### src/rtl/ffb_pkg.sv
package ffb_pkg;
  typedef enum logic [1:0] {
    PG_OUTSIDE = 2'd0,
    PG_SELECT  = 2'd1,
    PG_DESEL   = 2'd2,
    PG_OTHER   = 2'd3
  } pg_kind_t;
endpackage

### src/rtl/ffb_win_decode.sv
module ffb_win_decode
  import ffb_pkg::*;
#(
  parameter int ADDR_W = 32,
  parameter logic [ADDR_W-1:0] WIN_BASE = 32'hFFFF_F000,
  parameter int WIN_BYTES = 4096,
  parameter int PAGE_BYTES = 256,
  parameter logic [ADDR_W-1:0] SEL_OFS = 32'h0000_0D00,
  parameter logic [ADDR_W-1:0] DESEL_OFS = 32'h0000_0E00
) (
  input  logic [ADDR_W-1:$clog2(PAGE_BYTES)] addr_hi,
  output pg_kind_t kind
);
  localparam int WIN_AW = $clog2(WIN_BYTES);
  localparam int PG_AW = $clog2(PAGE_BYTES);
  localparam int PG_W = WIN_AW - PG_AW;
  localparam logic [ADDR_W-WIN_AW-1:0] BASE_TAG = WIN_BASE[ADDR_W-1:WIN_AW];
  localparam logic [PG_W-1:0] SEL_PG = SEL_OFS[WIN_AW-1:PG_AW];
  localparam logic [PG_W-1:0] DESEL_PG = DESEL_OFS[WIN_AW-1:PG_AW];

  logic in_win;
  logic [PG_W-1:0] pg;

  assign in_win = (addr_hi[ADDR_W-1:WIN_AW] == BASE_TAG);
  assign pg = addr_hi[WIN_AW-1:PG_AW];

  always_comb begin
    if (!in_win)              kind = PG_OUTSIDE;
    else if (pg == SEL_PG)    kind = PG_SELECT;
    else if (pg == DESEL_PG)  kind = PG_DESEL;
    else                      kind = PG_OTHER;
  end
endmodule

### src/rtl/ffb_ind_regs.sv
module ffb_ind_regs #(
  parameter int ADDR_W = 32,
  parameter int DATA_W = 8
) (
  input  logic                              clk,
  input  logic                              rst,
  input  logic                              wr_en,
  input  logic [$clog2(ADDR_W/DATA_W)-1:0]  sel,
  input  logic [DATA_W-1:0]                 wdata,
  output logic [ADDR_W-1:0]                 tgt_addr
);
  localparam int NB = ADDR_W / DATA_W;
  localparam int SW = $clog2(NB);

  for (genvar g = 0; g < NB; g++) begin : g_byte
    always_ff @(posedge clk) begin
      if (rst)
        tgt_addr[g*DATA_W +: DATA_W] <= '0;
      else if (wr_en && sel == SW'(g))
        tgt_addr[g*DATA_W +: DATA_W] <= wdata;
    end
  end
endmodule

### src/rtl/ffb_spi_byte.sv
module ffb_spi_byte #(
  parameter int DATA_W = 8,
  parameter int DIV_HALF = 2
) (
  input  logic              clk,
  input  logic              rst,
  input  logic              start,
  input  logic [DATA_W-1:0] tx,
  input  logic              miso,
  output logic              sclk,
  output logic              mosi,
  output logic              idle,
  output logic              fin,
  output logic [DATA_W-1:0] rx
);
  localparam int CW = $clog2(DIV_HALF) + 1;
  localparam int BW = $clog2(DATA_W);

  logic              busy;
  logic              sclk_q;
  logic [CW-1:0]     cnt;
  logic [BW-1:0]     bitn;
  logic [DATA_W-1:0] txs;
  logic [DATA_W-1:0] rxs;
  logic              tick;

  assign tick = busy && (cnt == CW'(DIV_HALF - 1));
  assign fin  = tick && sclk_q && (bitn == BW'(DATA_W - 1));

  always_ff @(posedge clk) begin
    if (rst) begin
      busy   <= 1'b0;
      sclk_q <= 1'b0;
      cnt    <= '0;
      bitn   <= '0;
      txs    <= '0;
      rxs    <= '0;
    end else if (!busy) begin
      if (start) begin
        busy   <= 1'b1;
        sclk_q <= 1'b0;
        cnt    <= '0;
        bitn   <= '0;
        txs    <= tx;
      end
    end else if (tick) begin
      cnt <= '0;
      if (!sclk_q) begin
        sclk_q <= 1'b1;
        rxs    <= {rxs[DATA_W-2:0], miso};
      end else begin
        sclk_q <= 1'b0;
        if (bitn == BW'(DATA_W - 1)) begin
          busy <= 1'b0;
        end else begin
          bitn <= bitn + 1'b1;
          txs  <= {txs[DATA_W-2:0], 1'b0};
        end
      end
    end else begin
      cnt <= cnt + 1'b1;
    end
  end

  assign sclk = sclk_q;
  assign mosi = txs[DATA_W-1];
  assign idle = !busy;
  assign rx   = rxs;
endmodule

### src/rtl/ffb_bridge.sv
module ffb_bridge
  import ffb_pkg::*;
#(
  parameter int ADDR_W = 32,
  parameter int DATA_W = 8,
  parameter logic [ADDR_W-1:0] WIN_BASE = 32'hFFFF_F000,
  parameter int WIN_BYTES = 4096,
  parameter int PAGE_BYTES = 256,
  parameter logic [ADDR_W-1:0] SEL_OFS = 32'h0000_0D00,
  parameter logic [ADDR_W-1:0] DESEL_OFS = 32'h0000_0E00,
  parameter int DIV_HALF = 2
) (
  input  logic              clk,
  input  logic              rst,
  input  logic              req,
  input  logic              we,
  input  logic              use_ind,
  input  logic [ADDR_W-1:0] addr,
  input  logic [DATA_W-1:0] wdata,
  output logic [DATA_W-1:0] rdata,
  output logic              ready,
  output logic              claim,
  output logic              spi_cs_n,
  output logic              spi_sclk,
  output logic              spi_mosi,
  input  logic              spi_miso
);
  localparam int NB = ADDR_W / DATA_W;
  localparam int SW = $clog2(NB);
  localparam int OFS_W = SW + 1;
  localparam int PG_AW = $clog2(PAGE_BYTES);
  localparam logic [OFS_W-1:0] DATA_OFS = OFS_W'(NB);

  logic [OFS_W-1:0]  ofs;
  logic              ind_reg_hit;
  logic              win_op;
  logic              accept;
  logic              start;
  logic [ADDR_W-1:0] ind_addr;
  logic [ADDR_W-1:0] eff_addr;
  logic [DATA_W-1:0] ind_byte;
  logic [DATA_W-1:0] tx_byte;
  logic [DATA_W-1:0] rx_byte;
  logic              sh_idle;
  logic              sh_fin;
  logic              rd_pend;
  pg_kind_t          kind;

  assign ofs         = addr[OFS_W-1:0];
  assign ind_reg_hit = use_ind && (ofs < DATA_OFS);
  assign win_op      = !use_ind || (ofs == DATA_OFS);
  assign accept      = req && sh_idle;
  assign eff_addr    = use_ind ? ind_addr : addr;
  assign ind_byte    = ind_addr[ofs[SW-1:0]*DATA_W +: DATA_W];
  assign start       = accept && win_op && (kind == PG_SELECT);
  assign tx_byte     = we ? wdata : '1;

  ffb_win_decode #(
    .ADDR_W(ADDR_W), .WIN_BASE(WIN_BASE), .WIN_BYTES(WIN_BYTES),
    .PAGE_BYTES(PAGE_BYTES), .SEL_OFS(SEL_OFS), .DESEL_OFS(DESEL_OFS)
  ) u_dec (
    .addr_hi (eff_addr[ADDR_W-1:PG_AW]),
    .kind    (kind)
  );

  ffb_ind_regs #(.ADDR_W(ADDR_W), .DATA_W(DATA_W)) u_ind (
    .clk      (clk),
    .rst      (rst),
    .wr_en    (accept && ind_reg_hit && we),
    .sel      (ofs[SW-1:0]),
    .wdata    (wdata),
    .tgt_addr (ind_addr)
  );

  ffb_spi_byte #(.DATA_W(DATA_W), .DIV_HALF(DIV_HALF)) u_sh (
    .clk   (clk),
    .rst   (rst),
    .start (start),
    .tx    (tx_byte),
    .miso  (spi_miso),
    .sclk  (spi_sclk),
    .mosi  (spi_mosi),
    .idle  (sh_idle),
    .fin   (sh_fin),
    .rx    (rx_byte)
  );

  always_ff @(posedge clk) begin
    if (rst) begin
      spi_cs_n <= 1'b1;
      claim    <= 1'b0;
      rdata    <= '1;
      rd_pend  <= 1'b0;
    end else begin
      claim <= accept && win_op && (kind != PG_OUTSIDE);
      if (start) begin
        spi_cs_n <= 1'b0;
        rd_pend  <= !we;
      end
      if (accept && win_op && kind == PG_DESEL && we)
        spi_cs_n <= 1'b1;
      if (accept && !we) begin
        if (ind_reg_hit)
          rdata <= ind_byte;
        else if (!start)
          rdata <= '1;
      end
      if (sh_fin) begin
        if (rd_pend)
          rdata <= rx_byte;
        rd_pend <= 1'b0;
      end
    end
  end

  assign ready = sh_idle;
endmodule

### config.mk
export PLATFORM = sky130hd
export DESIGN_NAME = ffb_bridge
export DESIGN_NICKNAME = d
export VERILOG_FILES = /design/src/rtl/ffb_pkg.sv /design/src/rtl/ffb_win_decode.sv /design/src/rtl/ffb_ind_regs.sv /design/src/rtl/ffb_spi_byte.sv /design/src/rtl/ffb_bridge.sv
export SDC_FILE = /design/constraint.sdc
export NUM_CORES = 1
export LEC_CHECK = 0
export ABC_AREA = 1
export BUFFER_PORTS_ARGS = -buffer_cell sky130_fd_sc_hd__buf_2
export CAP_MARGIN = 20
export CORE_MARGIN = 3
export CORE_UTILIZATION = 59
export DETAILED_ROUTE_END_ITERATION = 10
export PLACE_DENSITY = 0.84
export SLEW_MARGIN = 20
export SYNTH_ARGS = -nofsm -noshare
export SYNTH_HDL_FRONTEND = slang
export SYNTH_SLANG_ARGS = --single-unit
### constraint.sdc
create_clock -name clk -period 4.55 [get_ports clk]
set_clock_uncertainty 0.05 [all_clocks]
set_input_delay 0.91 -clock clk [delete_from_list [all_inputs] [get_ports clk]]
set_output_delay 0.91 -clock clk [all_outputs]
set_load 0.01 [all_outputs]
==> metrics.md <==
| Metric | Value |
|---|---|
| Status | complete, no violations |
| Compound-gate portion of the synthesized area | 20.1% |
| Post-synthesis mux area share | 0% |
| Post-synthesis adder-cell area fraction | 0.784% |
| Slowest cell on crit path | nor2_1 |
| Setup TNS | 0 ps |
| Hold_buf cts | 0 |
| GPL Wtd Cong | 0.885 |
| Width of the die | 79.6 microns |
| Root Buffer | clkbuf_8 |
| Critical path, cell by cell | buf_2 > inv_2 > nor2_8 > nand3_1 > nor2_1 > inv_1 > nor2_1 > nor2_1 |
| Fin Hold WS | 420 ps |
| Main combinational cell family by area after synthesis | simple AND/OR/NAND/NOR gates |
| Fin. Hold Viols | 0 |
| Initial antenna violation count | 0 |
| Cells after Synth | 465 |
| Ys Warns | 0 |
| Max incr delay on CP | 610 ps |
| Worst IR drop on VDD | 0.224 mV |
| Worst Path Max Fanout | 18 |
| Max Freq | 0.428 GHz |
| Die area | 0.00633 sq mm |
| Synth Net Count | 513 |
| Xor/xnor cell area share of the yosys netlist | 0% |
| RSZ-0062 raised after global routing | false |
| HP Class | register to register |
| H-tree levels | 3 |
| Placed instance area | 0.00345 sq mm |
| Final worst setup slack | 2210 ps |
| Setup violators final | 0 |
| DP Wirelength | 5400 microns |
| Worst rel slew slack | 44.0% |
| Synth-to-layout area growth | 13.3% |
| Flops & latches, synth | 66 |
| Largest net degree at the start of global routing | 59 |
| Post-cts resize count | 0 |
| Tot GR Track Use | 25.3% |
| Number of global-route vias before repair | 2832 |
| Fin nets | 558 |
| Core footprint | 0.00517 sq mm |
| Minimum clock period | 2340 ps |
| CP Launch Point | use_ind |
| Wire per inst | 12.8 microns |
| Pleak | 1.59 nW |
| CP dominant cell by count | nor2_1 |
| Routed vias | 3074 |
| Ports | 59 |
| Nature of the critical path startpoint | input pin |
| CP arrival | 2510 ps |
| Design area | 0.00362 sq mm |
| First-pass GRT wire length | 12500 microns |
| Hold Startpoint | u_sh.rx[3] |
| Final period util | 51.4% |
| Site row count | 26 |
| CTS buffer count | 9 |
| Crit. End Element | register |
| Antenna Violating Nets Remaining | 0 |
| Post-synthesis cell type count | 27 |
| Core Util, Final | 69.9% |
| Die Y-Extent | 79.6 microns |
| CP Data Required Time | 4720 ps |
| Final wirelength | 7490 microns |
| Fill cells | 458 |
| # clock sinks | 66 |
| CTS Buffer Depth | 2 |
| Clock slew at reported path FFs | 60 ps |
| Cell Area, Synth | 0.00319 sq mm |
| Clock Latency Late Sink | 340 ps |
| Post-Synth Simple-Gate Area | 28.5% |
| Crit Path Category | input pin to register |
| RR Startpoint | u_sh.busy |
| Total design power | 1.11 mW |
| Iteration-0 DRC Markers | 231 |
| Initial core utilization | 61.7% |
| Postcts setup bufs | 0 |
| Final non-filler cell total | 584 |
| Drt pass-1 iters | 5 |
| DRC viols | 0 |
| Share of layout cells above drive strength 1 | 17.1% |
| Maxcap violations | 0 |
| Post-DR vias/cell | 5.26 |
| Synth Area per Inst | 6.87 sq um |
| Actual slew at the worst max-slew pin | 837 ps |
| Pwr dens | 306 mW/mm^2 |
| Setup slack at placement | 1890 ps |
| Port bufs | 53 |
| Grt ovf | 0 |
| Register area share after synthesis | 41.4% |
| Fin. max-slew vios | 0 |
| N_diodes | 0 |
| Cell Count Post-Placement | 569 |
| TritonCTS clock tree | done |
-- state kept, by name (all words and copies together) (netlist names) --
name and count:
u_sh.bitn 3, u_ind.tgt_addr 32, spi_cs_n 1, claim 1, u_sh.busy 1, u_sh.rx 8
rdata 8, u_sh.cnt 2, rd_pend 1, u_sh.txs 8, u_sh.sclk 1
-- path summary, 6_finish.rpt --
path	endpoint	slack (ps)	depth (start not counted)
worst min register to register	u_sh.rx[4]	420	2
worst min-delay path	u_sh.rx[4]	420	2
worst max-delay path	u_ind.tgt_addr[29]	2210	8
worst max register to register	u_sh.rx[0]	2520	5
-- power breakdown --
group          internal [mW]  switching (mW)
clock network          0.222           0.208
logic                 0.0321          0.0575
registers              0.583         0.00395
total                  0.837           0.270
-- routing by layer --
metal	track usage, %	wire length, microns	vias to the layer above	share of wire (%)
li1	-	-	1602	-
met1	32.7	3460	1348	46
met2	40.3	3380	108	45
met3	4.18	481	16	6.4
met4	13.4	170	0	2.3
met5	0	0	-	0
-- final cells by class --
cell class | count | area, sq um | area share [%]
inverter | 50 | 188 | 5.19
timing repair buffer | 54 | 273 | 7.54
clock buffer | 12 | 155 | 4.29
clock inverter | 3 | 15.0 | 0.415
multi-input combinational | 329 | 1580 | 43.6
tap | 70 | 87.6 | 2.42
sequential | 66 | 1320 | 36.5
-- cells in the final DEF (no fill, tap or decap) --
master    netlist  routed
a211oi_1        1       1
a21oi_1        50      50
a22oi_1         9       9
buf_2           1      53
buf_4           4       1
clkbuf_1       11       1
clkbuf_8        0      11
clkinv_2        0       3
dfxtp_1        66      66
ha_1            2       2
inv_1          42      42
inv_2           8       8
nand2_1        97      97
nand2_2         5       5
nand2_4         1       1
nand2_8         1       1
nand3_1        21      21
nand3b_1        1       1
nand4_1         8       8
nor2_1         64      64
nor2_2          1       1
nor2_4          1       1
nor2_8          2       2
nor3b_1         3       3
o211ai_2        1       1
o21ai_0        56      56
o21ai_1         5       5
-- cell families (layout without fill, tap and decap cells) --
logic type / after synthesis / in the layout
adders and majority gates: 2 / 2
and+or+nand+nor: 205 / 205
AOI/OAI and AO/OA: 122 / 122
DFF: 66 / 66
buffers and inverters: 70 / 119
-- cell usage after synthesis --
| cell | number | share of area, % |
|---|---|---|
| a211oi_1 | 1 | 0.24 |
| a21oi_1 | 50 | 7.8 |
| a22oi_1 | 9 | 2.1 |
| buf_1 | 2 | 0.24 |
| buf_2 | 1 | 0.16 |
| buf_4 | 4 | 0.94 |
| buf_6 | 2 | 0.71 |
| clkbuf_1 | 11 | 1.3 |
| dfxtp_1 | 66 | 41 |
| ha_1 | 2 | 0.78 |
| inv_1 | 42 | 4.9 |
| inv_2 | 8 | 0.94 |
| nand2_1 | 97 | 11 |
| nand2_2 | 5 | 0.98 |
| nand2_4 | 1 | 0.35 |
| nand2_8 | 1 | 0.63 |
| nand3_1 | 21 | 3.3 |
| nand3b_1 | 1 | 0.24 |
| nand4_1 | 8 | 1.6 |
| nor2_1 | 64 | 7.5 |
| nor2_2 | 1 | 0.20 |
| nor2_4 | 1 | 0.35 |
| nor2_8 | 2 | 1.3 |
| nor3b_1 | 3 | 0.71 |
| o211ai_2 | 1 | 0.39 |
| o21ai_0 | 56 | 8.8 |
| o21ai_1 | 5 | 0.78 |
-- worst max-delay path: cells and delay by family --
family	cells	cell delay (ps)
buffers and inverters	3	370
AND/OR/NAND/NOR	5	1220
Power figures use the tool's default switching activity.
